$ cat config.mk
export PLATFORM = sky130hd
export DESIGN_NAME = pix_addr_seq
export DESIGN_NICKNAME = d
export VERILOG_FILES = /design/src/rtl/pix_seq_pkg.sv /design/src/rtl/pix_seq_cfg.sv /design/src/rtl/pix_seq_scan.sv /design/src/rtl/pix_seq_fifo.sv /design/src/rtl/pix_addr_seq.sv
export SDC_FILE = /design/constraint.sdc
export NUM_CORES = 1
export LEC_CHECK = 0
export ABC_AREA = 1
export BUFFER_PORTS_ARGS = -buffer_cell sky130_fd_sc_hd__buf_4
export CAP_MARGIN = 25
export CORE_MARGIN = 2
export CORE_UTILIZATION = 35
export DETAILED_ROUTE_END_ITERATION = 8
export GPL_ROUTABILITY_DRIVEN = 1
export MAX_ROUTING_LAYER = met4
export PLACE_DENSITY_LB_ADDON = 0.15
export SETUP_SLACK_MARGIN = 0.4
export SYNTH_ARGS = -nofsm -noshare
export SYNTH_HDL_FRONTEND = slang
export SYNTH_HIERARCHICAL = 1
export SYNTH_SLANG_ARGS = --single-unit
$ cat constraint.sdc
create_clock -name clk -period 3.8 [get_ports clk]
set_input_delay 0.57 -clock clk [delete_from_list [all_inputs] [get_ports clk]]
set_output_delay 0.57 -clock clk [all_outputs]
set_load 0.02 [all_outputs]
$ cat src/rtl/pix_seq_pkg.sv
package pix_seq_pkg;

  typedef enum logic [2:0] {
    SCAN_FULL = 3'd0,
    SCAN_WIN  = 3'd1,
    SCAN_SUB  = 3'd2,
    SCAN_BIN  = 3'd3,
    SCAN_RAND = 3'd4
  } scan_mode_e;

  localparam logic [2:0] REG_MODE   = 3'd0;
  localparam logic [2:0] REG_WROW   = 3'd1;
  localparam logic [2:0] REG_WCOL   = 3'd2;
  localparam logic [2:0] REG_WHGT   = 3'd3;
  localparam logic [2:0] REG_WWID   = 3'd4;
  localparam logic [2:0] REG_STEP   = 3'd5;
  localparam logic [2:0] REG_BIN    = 3'd6;

endpackage

$ cat src/rtl/pix_seq_cfg.sv
module pix_seq_cfg
  import pix_seq_pkg::*;
#(
  parameter int ROWS = 16,
  parameter int COLS = 16,
  parameter int DW   = 16,
  parameter int RXW  = 8,
  parameter int CXW  = 8
) (
  input  logic           clk,
  input  logic           rst,
  input  logic           cfg_we,
  input  logic [2:0]     cfg_addr,
  input  logic [DW-1:0]  cfg_wdata,
  output logic [RXW-1:0] r_first,
  output logic [RXW-1:0] r_last,
  output logic [RXW-1:0] r_step,
  output logic [CXW-1:0] c_first,
  output logic [CXW-1:0] c_last,
  output logic [CXW-1:0] c_step,
  output logic [1:0]     bsz_m1,
  output logic           bin_en,
  output logic           rand_en
);

  localparam logic [DW-1:0] RMAX = DW'(ROWS - 1);
  localparam logic [DW-1:0] CMAX = DW'(COLS - 1);

  logic [2:0]    mode_q;
  logic [DW-1:0] wrow_q, wcol_q, whgt_q, wwid_q;
  logic [1:0]    rexp_q, cexp_q;
  logic          bin4_q;

  always_ff @(posedge clk) begin
    if (rst) begin
      mode_q <= SCAN_FULL;
      wrow_q <= '0;
      wcol_q <= '0;
      whgt_q <= DW'(ROWS);
      wwid_q <= DW'(COLS);
      rexp_q <= '0;
      cexp_q <= '0;
      bin4_q <= 1'b0;
    end else if (cfg_we) begin
      case (cfg_addr)
        REG_MODE: mode_q <= cfg_wdata[2:0];
        REG_WROW: wrow_q <= cfg_wdata;
        REG_WCOL: wcol_q <= cfg_wdata;
        REG_WHGT: whgt_q <= cfg_wdata;
        REG_WWID: wwid_q <= cfg_wdata;
        REG_STEP: begin
          rexp_q <= cfg_wdata[1:0];
          cexp_q <= cfg_wdata[3:2];
        end
        REG_BIN:  bin4_q <= cfg_wdata[0];
        default: ;
      endcase
    end
  end

  // Window clipping: clamp the origin, treat a zero size as one, cut at the edge.
  logic [DW-1:0] wr0, wc0, hm1, wm1;
  logic [DW:0]   rend, cend;
  logic [DW-1:0] rlim, clim;

  always_comb begin
    wr0  = (wrow_q > RMAX) ? RMAX : wrow_q;
    wc0  = (wcol_q > CMAX) ? CMAX : wcol_q;
    hm1  = (whgt_q == '0) ? '0 : whgt_q - 1'b1;
    wm1  = (wwid_q == '0) ? '0 : wwid_q - 1'b1;
    rend = {1'b0, wr0} + {1'b0, hm1};
    cend = {1'b0, wc0} + {1'b0, wm1};
    rlim = (rend > {1'b0, RMAX}) ? RMAX : rend[DW-1:0];
    clim = (cend > {1'b0, CMAX}) ? CMAX : cend[DW-1:0];
  end

  always_comb begin
    r_first = '0;
    c_first = '0;
    r_last  = RXW'(ROWS - 1);
    c_last  = CXW'(COLS - 1);
    r_step  = RXW'(1);
    c_step  = CXW'(1);
    bsz_m1  = 2'd0;
    bin_en  = 1'b0;
    rand_en = 1'b0;
    case (mode_q)
      SCAN_WIN: begin
        r_first = RXW'(wr0);
        c_first = CXW'(wc0);
        r_last  = RXW'(rlim);
        c_last  = CXW'(clim);
      end
      SCAN_SUB: begin
        r_step = RXW'(1) << rexp_q;
        c_step = CXW'(1) << cexp_q;
      end
      SCAN_BIN: begin
        bin_en = 1'b1;
        bsz_m1 = bin4_q ? 2'd3 : 2'd1;
        r_step = bin4_q ? RXW'(4) : RXW'(2);
        c_step = bin4_q ? CXW'(4) : CXW'(2);
      end
      SCAN_RAND: rand_en = 1'b1;
      default: ;
    endcase
  end

endmodule

$ cat src/rtl/pix_seq_scan.sv
module pix_seq_scan #(
  parameter int RW  = 4,
  parameter int CW  = 4,
  parameter int RXW = 8,
  parameter int CXW = 8
) (
  input  logic           clk,
  input  logic           rst,
  input  logic           start,
  input  logic [RXW-1:0] r_first,
  input  logic [RXW-1:0] r_last,
  input  logic [RXW-1:0] r_step,
  input  logic [CXW-1:0] c_first,
  input  logic [CXW-1:0] c_last,
  input  logic [CXW-1:0] c_step,
  input  logic [1:0]     bsz_m1,
  input  logic           bin_en,
  input  logic           rand_en,
  output logic           busy,
  output logic [RW-1:0]  cur_row,
  output logic [CW-1:0]  cur_col,
  output logic           grp_first,
  output logic           line_last,
  output logic           frame_last
);

  logic [RXW-1:0] base_r;
  logic [CXW-1:0] base_c;
  logic [1:0]     off_r, off_c;
  logic           c_wrap, r_wrap, grp_done;

  assign c_wrap   = (base_c + c_step) > c_last;
  assign r_wrap   = (base_r + r_step) > r_last;
  assign grp_done = (off_r == bsz_m1) && (off_c == bsz_m1);

  assign cur_row    = RW'(base_r + RXW'(off_r));
  assign cur_col    = CW'(base_c + CXW'(off_c));
  assign grp_first  = bin_en && (off_r == 2'd0) && (off_c == 2'd0);
  assign line_last  = grp_done && c_wrap;
  assign frame_last = line_last && r_wrap;

  always_ff @(posedge clk) begin
    if (rst) begin
      busy   <= 1'b0;
      base_r <= '0;
      base_c <= '0;
      off_r  <= '0;
      off_c  <= '0;
    end else if (!busy) begin
      if (start && !rand_en) begin
        busy   <= 1'b1;
        base_r <= r_first;
        base_c <= c_first;
        off_r  <= '0;
        off_c  <= '0;
      end
    end else if (off_c != bsz_m1) begin
      off_c <= off_c + 2'd1;
    end else if (off_r != bsz_m1) begin
      off_c <= '0;
      off_r <= off_r + 2'd1;
    end else begin
      off_c <= '0;
      off_r <= '0;
      if (!c_wrap) begin
        base_c <= base_c + c_step;
      end else begin
        base_c <= c_first;
        if (r_wrap) busy <= 1'b0;
        else        base_r <= base_r + r_step;
      end
    end
  end

  a_r9_base_in_range: assert property (@(posedge clk) disable iff (rst)
    busy |-> (base_r <= r_last) && (base_c <= c_last));

  a_r9_no_early_stop: assert property (@(posedge clk) disable iff (rst)
    (busy && !frame_last) |=> busy);

endmodule

$ cat src/rtl/pix_seq_fifo.sv
module pix_seq_fifo #(
  parameter int W     = 8,
  parameter int DEPTH = 16
) (
  input  logic         clk,
  input  logic         rst,
  input  logic         push,
  input  logic [W-1:0] din,
  input  logic         pop,
  output logic [W-1:0] dout,
  output logic         empty,
  output logic         full
);

  localparam int AW = $clog2(DEPTH);

  logic [W-1:0]  mem [DEPTH];
  logic [AW-1:0] wp, rp;
  logic [AW:0]   cnt;
  logic          do_push, do_pop;

  assign empty   = (cnt == '0);
  assign full    = (cnt == (AW+1)'(DEPTH));
  assign do_push = push && !full;
  assign do_pop  = pop && !empty;
  assign dout    = mem[rp];

  always_ff @(posedge clk) begin
    if (do_push) mem[wp] <= din;
  end

  always_ff @(posedge clk) begin
    if (rst) begin
      wp  <= '0;
      rp  <= '0;
      cnt <= '0;
    end else begin
      if (do_push) wp <= (wp == AW'(DEPTH - 1)) ? '0 : wp + 1'b1;
      if (do_pop)  rp <= (rp == AW'(DEPTH - 1)) ? '0 : rp + 1'b1;
      case ({do_push, do_pop})
        2'b10:   cnt <= cnt + 1'b1;
        2'b01:   cnt <= cnt - 1'b1;
        default: ;
      endcase
    end
  end

  a_r7_count_bound: assert property (@(posedge clk) disable iff (rst)
    cnt <= (AW+1)'(DEPTH));

  a_r7_full_drop: assert property (@(posedge clk) disable iff (rst)
    (full && push && !pop) |=> (cnt == $past(cnt)));

endmodule

$ cat src/rtl/pix_addr_seq.sv
module pix_addr_seq #(
  parameter int ROWS  = 16,
  parameter int COLS  = 16,
  parameter int DW    = 16,
  parameter int QDEPTH = 16,
  parameter int RW    = $clog2(ROWS),
  parameter int CW    = $clog2(COLS)
) (
  input  logic          clk,
  input  logic          rst,
  input  logic          cfg_we,
  input  logic [2:0]    cfg_addr,
  input  logic [DW-1:0] cfg_wdata,
  input  logic          start,
  input  logic          rnd_push,
  input  logic [RW-1:0] rnd_row,
  input  logic [CW-1:0] rnd_col,
  output logic          rnd_full,
  output logic          out_valid,
  output logic [RW-1:0] out_row,
  output logic [CW-1:0] out_col,
  output logic          out_grp_start,
  output logic          out_line_end,
  output logic          out_frame_end
);

  localparam int RXW = RW + 4;
  localparam int CXW = CW + 4;

  logic [RXW-1:0] r_first, r_last, r_step;
  logic [CXW-1:0] c_first, c_last, c_step;
  logic [1:0]     bsz_m1;
  logic           bin_en, rand_en;

  pix_seq_cfg #(.ROWS(ROWS), .COLS(COLS), .DW(DW), .RXW(RXW), .CXW(CXW)) u_cfg (
    .clk(clk), .rst(rst), .cfg_we(cfg_we), .cfg_addr(cfg_addr), .cfg_wdata(cfg_wdata),
    .r_first(r_first), .r_last(r_last), .r_step(r_step),
    .c_first(c_first), .c_last(c_last), .c_step(c_step),
    .bsz_m1(bsz_m1), .bin_en(bin_en), .rand_en(rand_en)
  );

  logic          scan_busy, grp_first, line_last, frame_last;
  logic [RW-1:0] scan_row;
  logic [CW-1:0] scan_col;

  pix_seq_scan #(.RW(RW), .CW(CW), .RXW(RXW), .CXW(CXW)) u_scan (
    .clk(clk), .rst(rst), .start(start),
    .r_first(r_first), .r_last(r_last), .r_step(r_step),
    .c_first(c_first), .c_last(c_last), .c_step(c_step),
    .bsz_m1(bsz_m1), .bin_en(bin_en), .rand_en(rand_en),
    .busy(scan_busy), .cur_row(scan_row), .cur_col(scan_col),
    .grp_first(grp_first), .line_last(line_last), .frame_last(frame_last)
  );

  logic [RW+CW-1:0] q_dout;
  logic             q_empty, q_pop;

  assign q_pop = !scan_busy && rand_en && !q_empty;

  pix_seq_fifo #(.W(RW + CW), .DEPTH(QDEPTH)) u_fifo (
    .clk(clk), .rst(rst), .push(rnd_push), .din({rnd_row, rnd_col}),
    .pop(q_pop), .dout(q_dout), .empty(q_empty), .full(rnd_full)
  );

  always_ff @(posedge clk) begin
    if (rst) begin
      out_valid     <= 1'b0;
      out_row       <= '0;
      out_col       <= '0;
      out_grp_start <= 1'b0;
      out_line_end  <= 1'b0;
      out_frame_end <= 1'b0;
    end else begin
      out_valid     <= 1'b0;
      out_grp_start <= 1'b0;
      out_line_end  <= 1'b0;
      out_frame_end <= 1'b0;
      if (scan_busy) begin
        out_valid     <= 1'b1;
        out_row       <= scan_row;
        out_col       <= scan_col;
        out_grp_start <= grp_first;
        out_line_end  <= line_last;
        out_frame_end <= frame_last;
      end else if (q_pop) begin
        out_valid <= 1'b1;
        out_row   <= q_dout[RW+CW-1:CW];
        out_col   <= q_dout[CW-1:0];
      end
    end
  end

  a_r8_frame_in_line: assert property (@(posedge clk) disable iff (rst)
    out_frame_end |-> (out_line_end && out_valid));

  a_r5_grp_not_line_end: assert property (@(posedge clk) disable iff (rst)
    out_grp_start |-> (out_valid && !out_line_end));

  a_r6_empty_no_valid: assert property (@(posedge clk) disable iff (rst)
    (!scan_busy && q_empty) |=> !out_valid);

endmodule

==> results of run 1 <==
[cells in the mapped netlist (all sizes together) (8+ instances only)]
| cell type | number |
|---|---|
| a21oi | 117 |
| buf | 59 |
| clkbuf | 18 |
| dfxtp | 122 |
| edfxtp | 128 |
| ha | 80 |
| inv | 296 |
| nand2 | 442 |
| nand3 | 134 |
| nand3b | 14 |
| nand4 | 16 |
| nor2 | 285 |
| nor3 | 17 |
| nor4 | 8 |
| o211ai | 34 |
| o21ai | 130 |
| or2 | 21 |
| xnor2 | 15 |
| xor2 | 22 |
[routing by layer]
metal  track usage  share of wire  vias to the layer above
met1        0.2316           0.47                     5977
met5             -              0                        -
li1              -              -                     6816
met3       0.02107          0.031                       54
met4       0.04614          0.024                        0
met2        0.3002           0.47                      182
[report_power, final]
part           internal, mW  switching [mW]
combinational         0.878            1.17
sequential             2.95          0.0860
clock                  1.56            1.10
[layout make-up]
class	instances	area share
clock inverters	16	0.009183
inverters	299	0.06023
well taps	585	0.03893
repair buffers	205	0.08531
flip-flops and latches	250	0.3353
multi-input cells	1418	0.4322
clock buffers	36	0.03886
[through the flow]
step / setup TNS, ns / util / setup slack [ns] / instances
2_1_floorplan: 0 / - / 0.08767 / 2043
6_report: -1.002 / 0.4384 / -0.09432 / 2809
3_3_place_gp: -2.749 / 0.3956 / -0.1924 / 2725
3_5_place_dp: -2.875 / 0.3956 / -0.2016 / 2725
4_1_cts: -0.4540 / 0.4290 / -0.04690 / 2793
5_1_grt: -7.429 / 0.4384 / -0.4804 / 2809
[worst max-delay path, delay by kind of cell (launching register included)]
family          cells  cell delay [ns]
simple gates       26             2.12
fa+ha+maj           3             0.71
buf+inv             5             0.47
flops               1             0.33
compound gates      2             0.16
[flip-flops by register name, summed over array words and instances, names as in the netlist, 5 cells and up, named ones only]
signal,cells
u_cfg/wcol_q,16
u_cfg/whgt_q,16
u_cfg/wrow_q,16
u_cfg/wwid_q,16
u_fifo/cnt,5
u_fifo/mem,128
u_scan/base_c,8
u_scan/base_r,8
[kinds of logic (layout without fill, tap and decap cells)]
family / count (synthesis) / count (layout) / share of synthesized area
other cells: 1 / 48 / 0.0002478
fa+ha+maj: 86 / 86 / 0.07408
compound gates: 297 / 297 / 0.1107
simple gates: 949 / 950 / 0.2729
flops: 250 / 250 / 0.4154
xor+xnor: 37 / 37 / 0.02141
buf+inv: 376 / 556 / 0.1052
[final timing paths]
check                                      start               end  slack [ns]  cells past startpoint
worst max-delay path             u_cfg/wwid_q[1]  u_scan/base_r[0]       -0.09                     36
worst min-delay path                cfg_wdata[4]   u_cfg/whgt_q[4]        0.27                      3
worst max register to register   u_cfg/wwid_q[1]  u_scan/base_r[0]       -0.09                     36
worst min register to register  u_scan/base_c[4]  u_scan/base_c[4]        0.47                      2
[timing repair]
item                                    4_1_cts  5_1_grt
gates cloned                                  2        0
pin swaps                                    56       80
endpoints found under the setup margin       19       19
resized for setup                            95       87
buffers inserted                             14       16
==> summary.txt, run 1 <==
Run status
  • Status: finished with violations
  • Failing checks: setup timing

Clock tree
  • Clock latency on the worst-skew pair: 0.57 ns
  • Clk root buf: clkbuf_16
  • CTS tree: built
  • CTS Sinks: 250
  • CTS buffer count: 28
  • Clk slew on worst S/H paths: 0.06 ns
  • CTS Hold Buffers Added: 0
  • CTS Buffer Depth: 3
  • H-tree Lvls: 1

Worst hold path
  • HP Class: input pin to flop

Power
  • Tot Pwr: 7.737 mW
  • Static leakage: 8.668 nW
  • Pwr Density: 411.5 mW/mm^2
  • Worst VDD drop: 0.0003284 V

Yosys
  • Post-synth top area share: 0.2540
  • Synth async-reset ratio: 0
  • Synth Flop Type: edfxtp_1
  • Synth area leaders: edfxtp_1 (25%), dfxtp_1 (16%), nand2_1 (10%)
  • Syn Inst Count: 1,996
  • Syn. warnings: 6
  • Sequential-to-total area share from yosys stat: 0.4154
  • Synth area leader: edfxtp_1
  • Yosys reg bits: 250
  • Post-synth EDFFs: 128
  • Syn avg cell area: 7.582 sq um
  • Synth cell types: 48
  • Synthesized area: 0.01513 sq mm

GRT
  • Initial antenna violation count: 0
  • Grt total ovfl: 0
  • GRT Util Overall: 0.1797
  • Vias in the first global route: 12,430
  • Largest net degree at the start of global routing: 72
  • First-pass GRT wire length: 63,200 um

STA
  • Minimum clock period: 3.894 ns
  • Worst hold slack: 0.2686 ns
  • Final setup margin: -0.09432 ns
  • Final Max Slew Viols: 0
  • Post-route clock skew: 0.02200 ns
  • Slew HR: 0.4370
  • Hold Vio Cnt, Final: 0
  • Period utilization: 1.025
  • Final setup viols: 16
  • Worst Tran Pin Value: 0.8414 ns
  • RSZ-0062 raised after global routing: yes
  • Max Clk Rate: 256.8 MHz

Placement
  • Input/output buffers: 44
  • HPWL after DPL: 28,080 um
  • Placement Cell Area: 0.01697 sq mm
  • GPL Wtd Cong: 0.8397

Finish
  • Antenna Diode Count: 0
  • Share of layout cells above drive strength 1: 0.2203
  • Most frequent cells in the layout: nand2_1 (379), inv_1 (272), nor2_1 (242)
  • Commonest non-fill, non-tap cell in the layout: nand2_1
  • Final #Nets: 2,320
  • Fillers: 4,391
  • Syn-to-layout area delta: 24.24%
  • Area occupied by multi-input gates: 0.008125 sq mm
  • Final instance area: 0.01880 sq mm
  • Register area: 0.006305 sq mm

Floorplan
  • Row cnt: 76
  • Initial core utilization: 0.3529
  • Die height: 211.9 um
  • Die width: 211.9 um
  • DIE AREA: 0.04492 sq mm
  • Ports: 45
  • Core Footprint: 0.04289 sq mm

Drt
  • Starting DRT DRC Count: 608
  • Total wire length: 38,780 um
  • WL/cell: 13.80 um
  • Drt via density: 4.638
  • Vias: 13,030
  • Routed Antenna Nets: 0
  • Pre-antenna DRT Iters: 7
  • DRC viols: 0

Worst setup path
  • Worst path max stage delay: 0.38 ns
  • CP Data Required Time: 4.27 ns
  • Slowest CP cell: ha_1
  • Critical-path maximum fanout: 8
  • Critical Path Most Common Cell: nand2_2
  • Critical path class: flop to flop
  • Setup crit start kind: flop
  • CP endpoint kind: flop
  • WP data arrival: 4.36 ns

Job
  • Max-Cap Viols: 0
Note: power is estimated with default switching activity, not from simulation.
==> run 2: changes to the inputs <==
--- a/config.mk
+++ b/config.mk
@@ -14,7 +14,7 @@
 export GPL_ROUTABILITY_DRIVEN = 1
 export MAX_ROUTING_LAYER = met4
 export PLACE_DENSITY_LB_ADDON = 0.15
-export SETUP_SLACK_MARGIN = 0.4
+export SETUP_SLACK_MARGIN = 0.1
 export SYNTH_ARGS = -nofsm -noshare
 export SYNTH_HDL_FRONTEND = slang
 export SYNTH_HIERARCHICAL = 1
==> run 2 against run 1 <==
  * The flow still finishes with violations (setup timing)
  * Maximum frequency fell by 1.6%
  * Register-to-register slack got worse by 0.06 ns
  * Global-route usage barely moved
  * Core utilization fell by 0.50 points
  * Final cell count fell by 0.61%
  * Worst setup slack got worse by 0.063 ns
  * Critical endpoint is now out_frame_end
  * Highest routed layer unchanged
==> summary.txt, run 2 (synthesized netlist as in run 1, its figures left out) <==
Run status
  • Status: finished with violations
  • Failing checks: setup timing

GRT
  • GRT Util Overall: 0.1795 (-0.0002884)
  • Initial antenna violation count: 0 (unchanged)
  • Grt total ovfl: 0 (unchanged)
  • Vias in the first global route: 12,270 (-1.3%)
  • First-pass GRT wire length: 63,250 um (about the same)
  • Largest net degree at the start of global routing: 91 (+26%)

Worst setup path
  • CP Data Required Time: 4.31 ns (+0.04 ns)
  • Setup crit start kind: flop
  • Slowest CP cell: fa_2
  • Worst path max stage delay: 0.40 ns (+0.02 ns)
  • Critical Path Most Common Cell: nand2_1
  • Critical-path maximum fanout: 4 (-4)
  • WP data arrival: 4.46 ns (+0.10 ns)
  • CP endpoint kind: flop
  • Critical path class: flop to flop

Power
  • Pwr Density: 412.6 mW/mm^2 (+0.26%)
  • Psw: 2.349 mW (about the same)
  • Comb pwr share: 0.264 (about the same)
  • Static leakage: 8.551 nW (-1.4%)
  • Tot Pwr: 7.669 mW (-0.88%)
  • Int Pwr: 5.320 mW (-1.2%)
  • Part of the power in the clock network: 0.341 (-0.003)
  • Worst VDD drop: 0.0002840 V (-14%)
  • Register share of total power: 0.396 (+0.004)
  • Switching fraction of total power: 0.3063 (+0.002603)

STA
  • Slew HR: 0.3704 (-0.06660)
  • Final setup margin: -0.1573 ns (-0.06298 ns)
  • RSZ-0062 raised after global routing: yes
  • Max Clk Rate: 252.7 MHz (-1.6%)
  • Final Max Slew Viols: 0 (unchanged)
  • Final setup viols: 19 (+3)
  • Period utilization: 1.041 (+0.01657)
  • Hold Vio Cnt, Final: 0 (unchanged)
  • Post-route clock skew: 0.02484 ns (+0.002841 ns)
  • Worst hold slack: 0.2657 ns (-0.002931 ns)
  • Worst Tran Pin Value: 0.9410 ns (+0.09954 ns)
  • Minimum clock period: 3.957 ns (+0.06298 ns)

Finish
  • Share of layout cells above drive strength 1: 0.2048 (-0.01552)
  • Syn-to-layout area delta: 22.84%
  • Final #Nets: 2,303 (-0.73%)
  • Commonest non-fill, non-tap cell in the layout: nand2_1
  • Most frequent cells in the layout: nand2_1 (390), inv_1 (272), nor2_1 (245)
  • Largest register FFs: 128 (unchanged)
  • Antenna Diode Count: 0 (unchanged)
  • Most flop-heavy register: u_fifo/mem
  • Final cell count without fillers: 2,792 (-0.61%)

Floorplan
  • Row cnt: 76 (unchanged)
  • Die height: 211.9 um (unchanged)
  • DIE AREA: 0.04492 sq mm (unchanged)
  • Die width: 211.9 um (unchanged)
  • Ports: 45 (unchanged)
  • Initial core utilization: 0.3529 (unchanged)
  • Core Footprint: 0.04289 sq mm (unchanged)

Drt
  • Drt via density: 4.645 (+0.15%)
  • WL/cell: 13.91 um (+0.73%)
  • Routed Antenna Nets: 0 (unchanged)
  • Total wire length: 38,820 um (+0.12%)
  • DRC viols: 0 (unchanged)
  • Pre-antenna DRT Iters: 4 (-3)
  • Vias: 12,970 (-0.46%)
  • Starting DRT DRC Count: 604 (-0.66%)

Placement
  • Placed Cells: 2,724 (-0.037%)
  • Placement Setup Slack: -0.3195 ns (-0.1179 ns)
  • Input/output buffers: 44 (unchanged)
  • HPWL after DPL: 28,250 um (+0.61%)
  • GPL Wtd Cong: 0.8399 (about the same)

Clock tree
  • Clk slew on worst S/H paths: 0.06 ns (about the same)
  • H-tree Lvls: 1 (unchanged)
  • Clk root buf: clkbuf_16
  • CTS buffer count: 28 (unchanged)
  • CTS Hold Buffers Added: 0 (unchanged)
  • Clock latency on the worst-skew pair: 0.57 ns (about the same)
  • CTS tree: built
  • CTS Buffer Depth: 3 (unchanged)
  • CTS Sinks: 250 (unchanged)

Job
  • Max-Cap Viols: 0 (unchanged)

Worst hold path
  • HP Class: input pin to flop
run 2: cell types whose count changed in the layout (fill, tap and decap cells not counted), moves of 4 or more:
cell	change
buf_4	-9
buf_6	-10
clkinv_2	-4
ha_1	-4
nand2_1	+11
nand2_2	-10
nand3_1	+6
nand3_2	-5
nor2_2	-8
nor2_4	+5
or2_4	+5
run 2: path summary, 6_finish.rpt:
| kind | startpoint | end | slack, ns | cells past startpoint |
|---|---|---|---|---|
| worst max register to register | u_cfg/wcol_q[12] | out_frame_end | -0.16 | 28 |
| worst min-delay path | cfg_wdata[4] | u_cfg/whgt_q[4] | 0.27 | 3 |
| worst min register to register | u_scan/base_c[6] | u_scan/base_c[6] | 0.47 | 2 |
| worst max-delay path | u_cfg/wcol_q[12] | out_frame_end | -0.16 | 28 |
run 2: cell type report:
| type | count | area [sq um] |
|---|---|---|
| inverter | 299 | 1125 |
| clock inverter | 16 | 155.1 |
| multi-input combinational | 1418 | 8079 |
| clock buffer | 36 | 730.7 |
| sequential | 250 | 6304 |
| tap | 585 | 732.0 |
| fill | 4346 | 24300 |
| timing repair buffer | 188 | 1464 |
run 2: power by group through the flow:
stage	registers [mW]	logic, mW	clock network [mW]
final	3.03	2.02	2.61
after global routing	3.05	2.29	2.79
after CTS	3.03	1.88	2.69
after detailed placement	3.09	1.75	0
after global placement	3.08	1.72	0
after floorplan	3.08	1.18	0
run 2: timing repair:
item,in CTS,in global routing
setup endpoints to repair,19,20
pin swaps,40,45
buffers inserted,9,5
gates cloned,1,1
gates resized for setup,71,94
run 2: worst max-delay path, delay by kind of cell, from the launching register on:
family / cells / cell delay (ns)
simple gates: 21 / 2.40
flops: 1 / 0.33
fa+ha+maj: 2 / 0.59
buf+inv: 4 / 0.43
xor+xnor: 1 / 0.17
run 2: through the flow:
step / setup TNS (ns) / cell area, sq um / util
finish: -1.818 / 18590 / 0.4335
global route: -6.593 / 18590 / 0.4335
CTS: -0.2986 / 18180 / 0.4239
detailed placement: -5.062 / 16920 / 0.3945
global placement: -2.512 / 16920 / 0.3945
floorplan: 0 / 15340 / -
run 2: routing by layer:
metal | GRT usage | wire length [um] | vias up
li1 | - | - | 6779
met1 | 0.2433 | 19140 | 5943
met2 | 0.2892 | 17610 | 193
met3 | 0.02047 | 1331 | 54
met4 | 0.03788 | 746 | 0
met5 | - | 0 | -
==> run 3: changes to the inputs <==
--- a/config.mk
+++ b/config.mk
@@ -5,7 +5,6 @@
 export SDC_FILE = /design/constraint.sdc
 export NUM_CORES = 1
 export LEC_CHECK = 0
-export ABC_AREA = 1
 export BUFFER_PORTS_ARGS = -buffer_cell sky130_fd_sc_hd__buf_4
 export CAP_MARGIN = 25
 export CORE_MARGIN = 2
==> constraint.sdc (replaced) <==
create_clock -name clk -period 4.2 [get_ports clk]
set_input_delay 0.63 -clock clk [delete_from_list [all_inputs] [get_ports clk]]
set_output_delay 0.63 -clock clk [all_outputs]
set_load 0.02 [all_outputs]
==> run 3 against run 2 <==
  * The flow still finishes with violations (setup timing)
  * Flip-flop and latch count unchanged
  * Total power decreased by 11%
  * Highest routed layer unchanged
  * Sequential power decreased by 11%
  * Critical path type unchanged
  * Critical endpoint is now u_scan/base_r[7]
  * Combinational power decreased by 27%
  * Sequential share of layout area increased by 1.9 points
  * Critical path depth decreased by 4
  * Core utilization increased by 0.71 points
  * Worst setup slack got worse by 0.83 ns
  * Area after synthesis decreased by 6.0%
  * Die area decreased by 5.9%
  * Largest power group unchanged
==> summary.txt, run 3 <==
Run status
  • Status: finished with violations
  • Failing checks: setup timing

Yosys
  • Multiplexer share of the synthesized area: 0.09233 (+0.09233)
  • Syn avg cell area: 10.34 sq um (+36%)
  • Simple-Gate Fraction of Synth Area: 0.1603 (-0.1126)
  • Post-synthesis xor/xnor area fraction: 0.03139 (+0.009979)
  • Sequential-to-total area share from yosys stat: 0.4418 (+0.02641)
  • Most numerous cell in the Yosys netlist: nand2_1
  • Yosys reg bits: 250 (unchanged)
  • Compound-gate portion of the synthesized area: 0.1371 (+0.02638)
  • Most instantiated cells after synthesis: nand2_1 (174), a21oi_1 (138), edfxtp_1 (128), dfxtp_1 (122), nor2_1 (102)
  • Syn. warnings: 6 (unchanged)
  • Main combinational cell family by area after synthesis: simple AND/OR/NAND/NOR gates
  • Post-synth EDFFs: 128 (unchanged)
  • Post-Synth Adder-Cell Area: 0.07879 (+0.004710)
  • Synth cell types: 97 (+100%)
  • Synth async-reset ratio: 0 (unchanged)
  • Post-synth top area share: 0.2701 (+0.01615)
  • Synthesized area: 0.01423 sq mm (-6.0%)
  • Synth area leaders: edfxtp_1 (27%), dfxtp_1 (17%), ha_1 (7.0%)
  • Syn Inst Count: 1,376 (-31%)
  • Synth area leader: edfxtp_1
  • Synth Flop Type: edfxtp_1

STA
  • Max Clk Rate: 192.6 MHz (-24%)
  • Final setup margin: -0.9915 ns (-0.8342 ns)
  • Worst Tran Pin Value: 0.9229 ns (-0.01811 ns)
  • RSZ-0062 raised after global routing: yes
  • Slew HR: 0.3848 (+0.01439)
  • Setup tns final: -11.91 ns (-10.09 ns)
  • Final Max Slew Viols: 0 (unchanged)
  • Period utilization: 1.236 (+0.1947)
  • Worst hold slack: 0.3179 ns (+0.05221 ns)
  • Final setup viols: 19 (unchanged)
  • Minimum clock period: 5.191 ns (+1.234 ns)
  • Hold Vio Cnt, Final: 0 (unchanged)
  • Post-route clock skew: 0.01153 ns (-0.01331 ns)

Worst setup path
  • Critical-path maximum fanout: 6 (+2)
  • Worst path max stage delay: 0.55 ns (+0.15 ns)
  • CP Data Required Time: 4.67 ns (+0.36 ns)
  • Slowest CP cell: or4_4
  • Cells along the critical path: or4_4 -> nor2_4 -> and4_4 -> nor4b_4 -> buf_6 -> nor2_4 -> ha_4 -> fa_2 -> a21o_1 -> a21oi_2 -> xnor2_2 -> nor4_2 -> o2111ai_2 -> nor4_4 -> buf_4 -> nand4_1 -> ha_2 -> nor2b_1 -> o211ai_1 -> a21oi_1 -> o22ai_2 -> buf_6 -> a31o_4 -> a311oi_1
  • Crit path max-delay family: simple AND/OR/NAND/NOR gates
  • Setup crit start kind: flop
  • WP data arrival: 5.66 ns (+1.20 ns)
  • CP endpoint kind: flop
  • Critical path class: flop to flop
  • WP buf/inv: 3 (-1)

Power
  • Part of the power in the clock network: 0.391 (+0.050)
  • Tot Pwr: 6.826 mW (-11%)
  • Pwr Density: 388.2 mW/mm^2 (-5.9%)
  • Worst VDD drop: 0.0003501 V (+23%)
  • Psw: 1.865 mW (-21%)
  • Int Pwr: 4.961 mW (-6.8%)
  • Switching fraction of total power: 0.2732 (-0.03310)
  • Comb pwr share: 0.215 (-0.049)
  • Static leakage: 6.811 nW (-20%)
  • Register share of total power: 0.394 (-0.002)

Drt
  • Vias: 10,620 (-18%)
  • Total wire length: 34,720 um (-11%)
  • DRC viols: 0 (unchanged)
  • Drt via density: 5.028 (+8.2%)
  • Routed Antenna Nets: 0 (unchanged)
  • Pre-antenna DRT Iters: 5 (+1)
  • WL/cell: 16.43 um (+18%)
  • Starting DRT DRC Count: 544 (-9.9%)

Floorplan
  • Die width: 205.6 um (-3.0%)
  • Initial core utilization: 0.3565 (+0.003607)
  • Die height: 205.6 um (-3.0%)
  • Core Footprint: 0.03991 sq mm (-6.9%)
  • Ports: 45 (unchanged)
  • Row cnt: 73 (-3.9%)
  • DIE AREA: 0.04228 sq mm (-5.9%)

Placement
  • GPL Wtd Cong: 0.8821 (+5.0%)
  • Input/output buffers: 44 (unchanged)
  • Placement Cell Area: 0.01597 sq mm (-5.6%)
  • HPWL after DPL: 25,230 um (-11%)

Clock tree
  • Clk slew on worst S/H paths: 0.06 ns (about the same)
  • CTS Buffer Depth: 3 (unchanged)
  • Clock latency on the worst-skew pair: 0.58 ns (about the same)
  • CTS tree: built
  • H-tree Lvls: 1 (unchanged)
  • CTS Sinks: 250 (unchanged)
  • Clk root buf: clkbuf_16
  • CTS buffer count: 29 (+3.6%)
  • CTS Hold Buffers Added: 0 (unchanged)

Finish
  • Most flop-heavy register: u_fifo/mem
  • Final #Nets: 1,684 (-27%)
  • Largest register FFs: 128 (unchanged)
  • Commonest non-fill, non-tap cell in the layout: buf_4
  • Antenna Diode Count: 0 (unchanged)
  • Share of layout cells above drive strength 1: 0.2519 (+0.04709)
  • Final instance area: 0.01758 sq mm (-5.4%)
  • Most frequent cells in the layout: buf_4 (190), nand2_1 (173), edfxtp_1 (128)
  • Syn-to-layout area delta: 23.58%

GRT
  • Grt total ovfl: 0 (unchanged)
  • Initial antenna violation count: 0 (unchanged)
  • Vias in the first global route: 10,700 (-13%)
  • Largest net degree at the start of global routing: 65 (-29%)
  • First-pass GRT wire length: 56,210 um (-11%)
  • GRT Util Overall: 0.1706 (-0.008897)

Worst hold path
  • HP Class: input pin to flop

Job
  • Max-Cap Viols: 0 (unchanged)
-- run 3: cell types whose count changed in the layout (fill, tap and decap cells not counted), sizes merged, moves of 40 or more --
cell	delta
mux4	+40
inv	-226
nor2	-183
o21ai	-87
nand3	-112
nand2	-267
-- run 3: per-stage QoR --
stage	util	cells	worst slack (ns)
6_report	0.4406	2113	-0.9915
5_1_grt	0.4406	2113	-1.244
4_1_cts	0.4352	2108	-0.8430
3_5_place_dp	0.4001	2045	-1.173
3_3_place_gp	0.4001	2045	-1.025
2_1_floorplan	-	1423	-0.8051
-- run 3: power by group through the flow --
stage / logic (mW) / registers (mW) / clock network, mW
2_1_floorplan: 0.815 / 2.74 / 0
4_1_cts: 1.39 / 2.69 / 2.75
3_3_place_gp: 1.23 / 2.74 / 0
6_report: 1.47 / 2.69 / 2.67
5_1_grt: 1.62 / 2.69 / 2.84
3_5_place_dp: 1.24 / 2.74 / 0
-- run 3: worst paths after layout --
kind               startpoint          endpoint  depth (start not counted)  slack [ns]
min              cfg_wdata[4]   u_cfg/whgt_q[4]                          3        0.32
min reg2reg   u_cfg/wcol_q[3]   u_cfg/wcol_q[3]                          2        0.45
max reg2reg  u_cfg/whgt_q[10]  u_scan/base_r[7]                         24       -0.99
max          u_cfg/whgt_q[10]  u_scan/base_r[7]                         24       -0.99
-- run 3: layout make-up --
cell class / instances / area [sq um]
clock buffer: 36 / 772.0
clock inverter: 17 / 242.7
fill: 3784 / 22330
inverter: 68 / 255.2
multi-input combinational: 1018 / 7821
sequential: 250 / 6300
tap: 525 / 656.9
timing repair buffer: 199 / 1536
-- run 3: what timing repair did --
| action | CTS | global route |
|---|---|---|
| setup buffers | 9 | 5 |
| pin swaps | 39 | 24 |
| endpoints found under the setup margin | 19 | 19 |
| endpoints found under the hold margin | 0 | 0 |
| gates cloned | 1 | 0 |
| resized for setup | 53 | 37 |
-- run 3: cell families after synthesis --
family                     after synthesis
AOI/OAI and AO/OA                      297
xor gates and xnor gates                51
adders and majority gates               86
buffers and inverters                  156
DFF                                    250
muxes                                   73
other                                    1
and+or+nand+nor                        462
-- run 3: routing by layer --
layer / vias to the layer above / global-route usage / part of all wire
li1: 5345 / - / -
met5: - / - / 0
met2: 113 / 0.2885 / 0.49
met3: 49 / 0.02106 / 0.029
met4: 0 / 0.03905 / 0.019
met1: 5117 / 0.2183 / 0.46
-- run 3: worst register-to-register path, cell delays in order (launching register included) --
cell	delay, ns
dfxtp_2	0.32
or4_4	0.55
nor2_4	0.12
and4_4	0.21
nor4b_4	0.20
buf_6	0.17
nor2_4	0.04
ha_4	0.15
fa_2	0.40
a21o_1	0.17
a21oi_2	0.15
xnor2_2	0.10
nor4_2	0.29
o2111ai_2	0.19
nor4_4	0.27
buf_4	0.16
nand4_1	0.13
ha_2	0.22
nor2b_1	0.11
o211ai_1	0.10
a21oi_1	0.20
o22ai_2	0.15
buf_6	0.15
a31o_4	0.27
a311oi_1	0.28
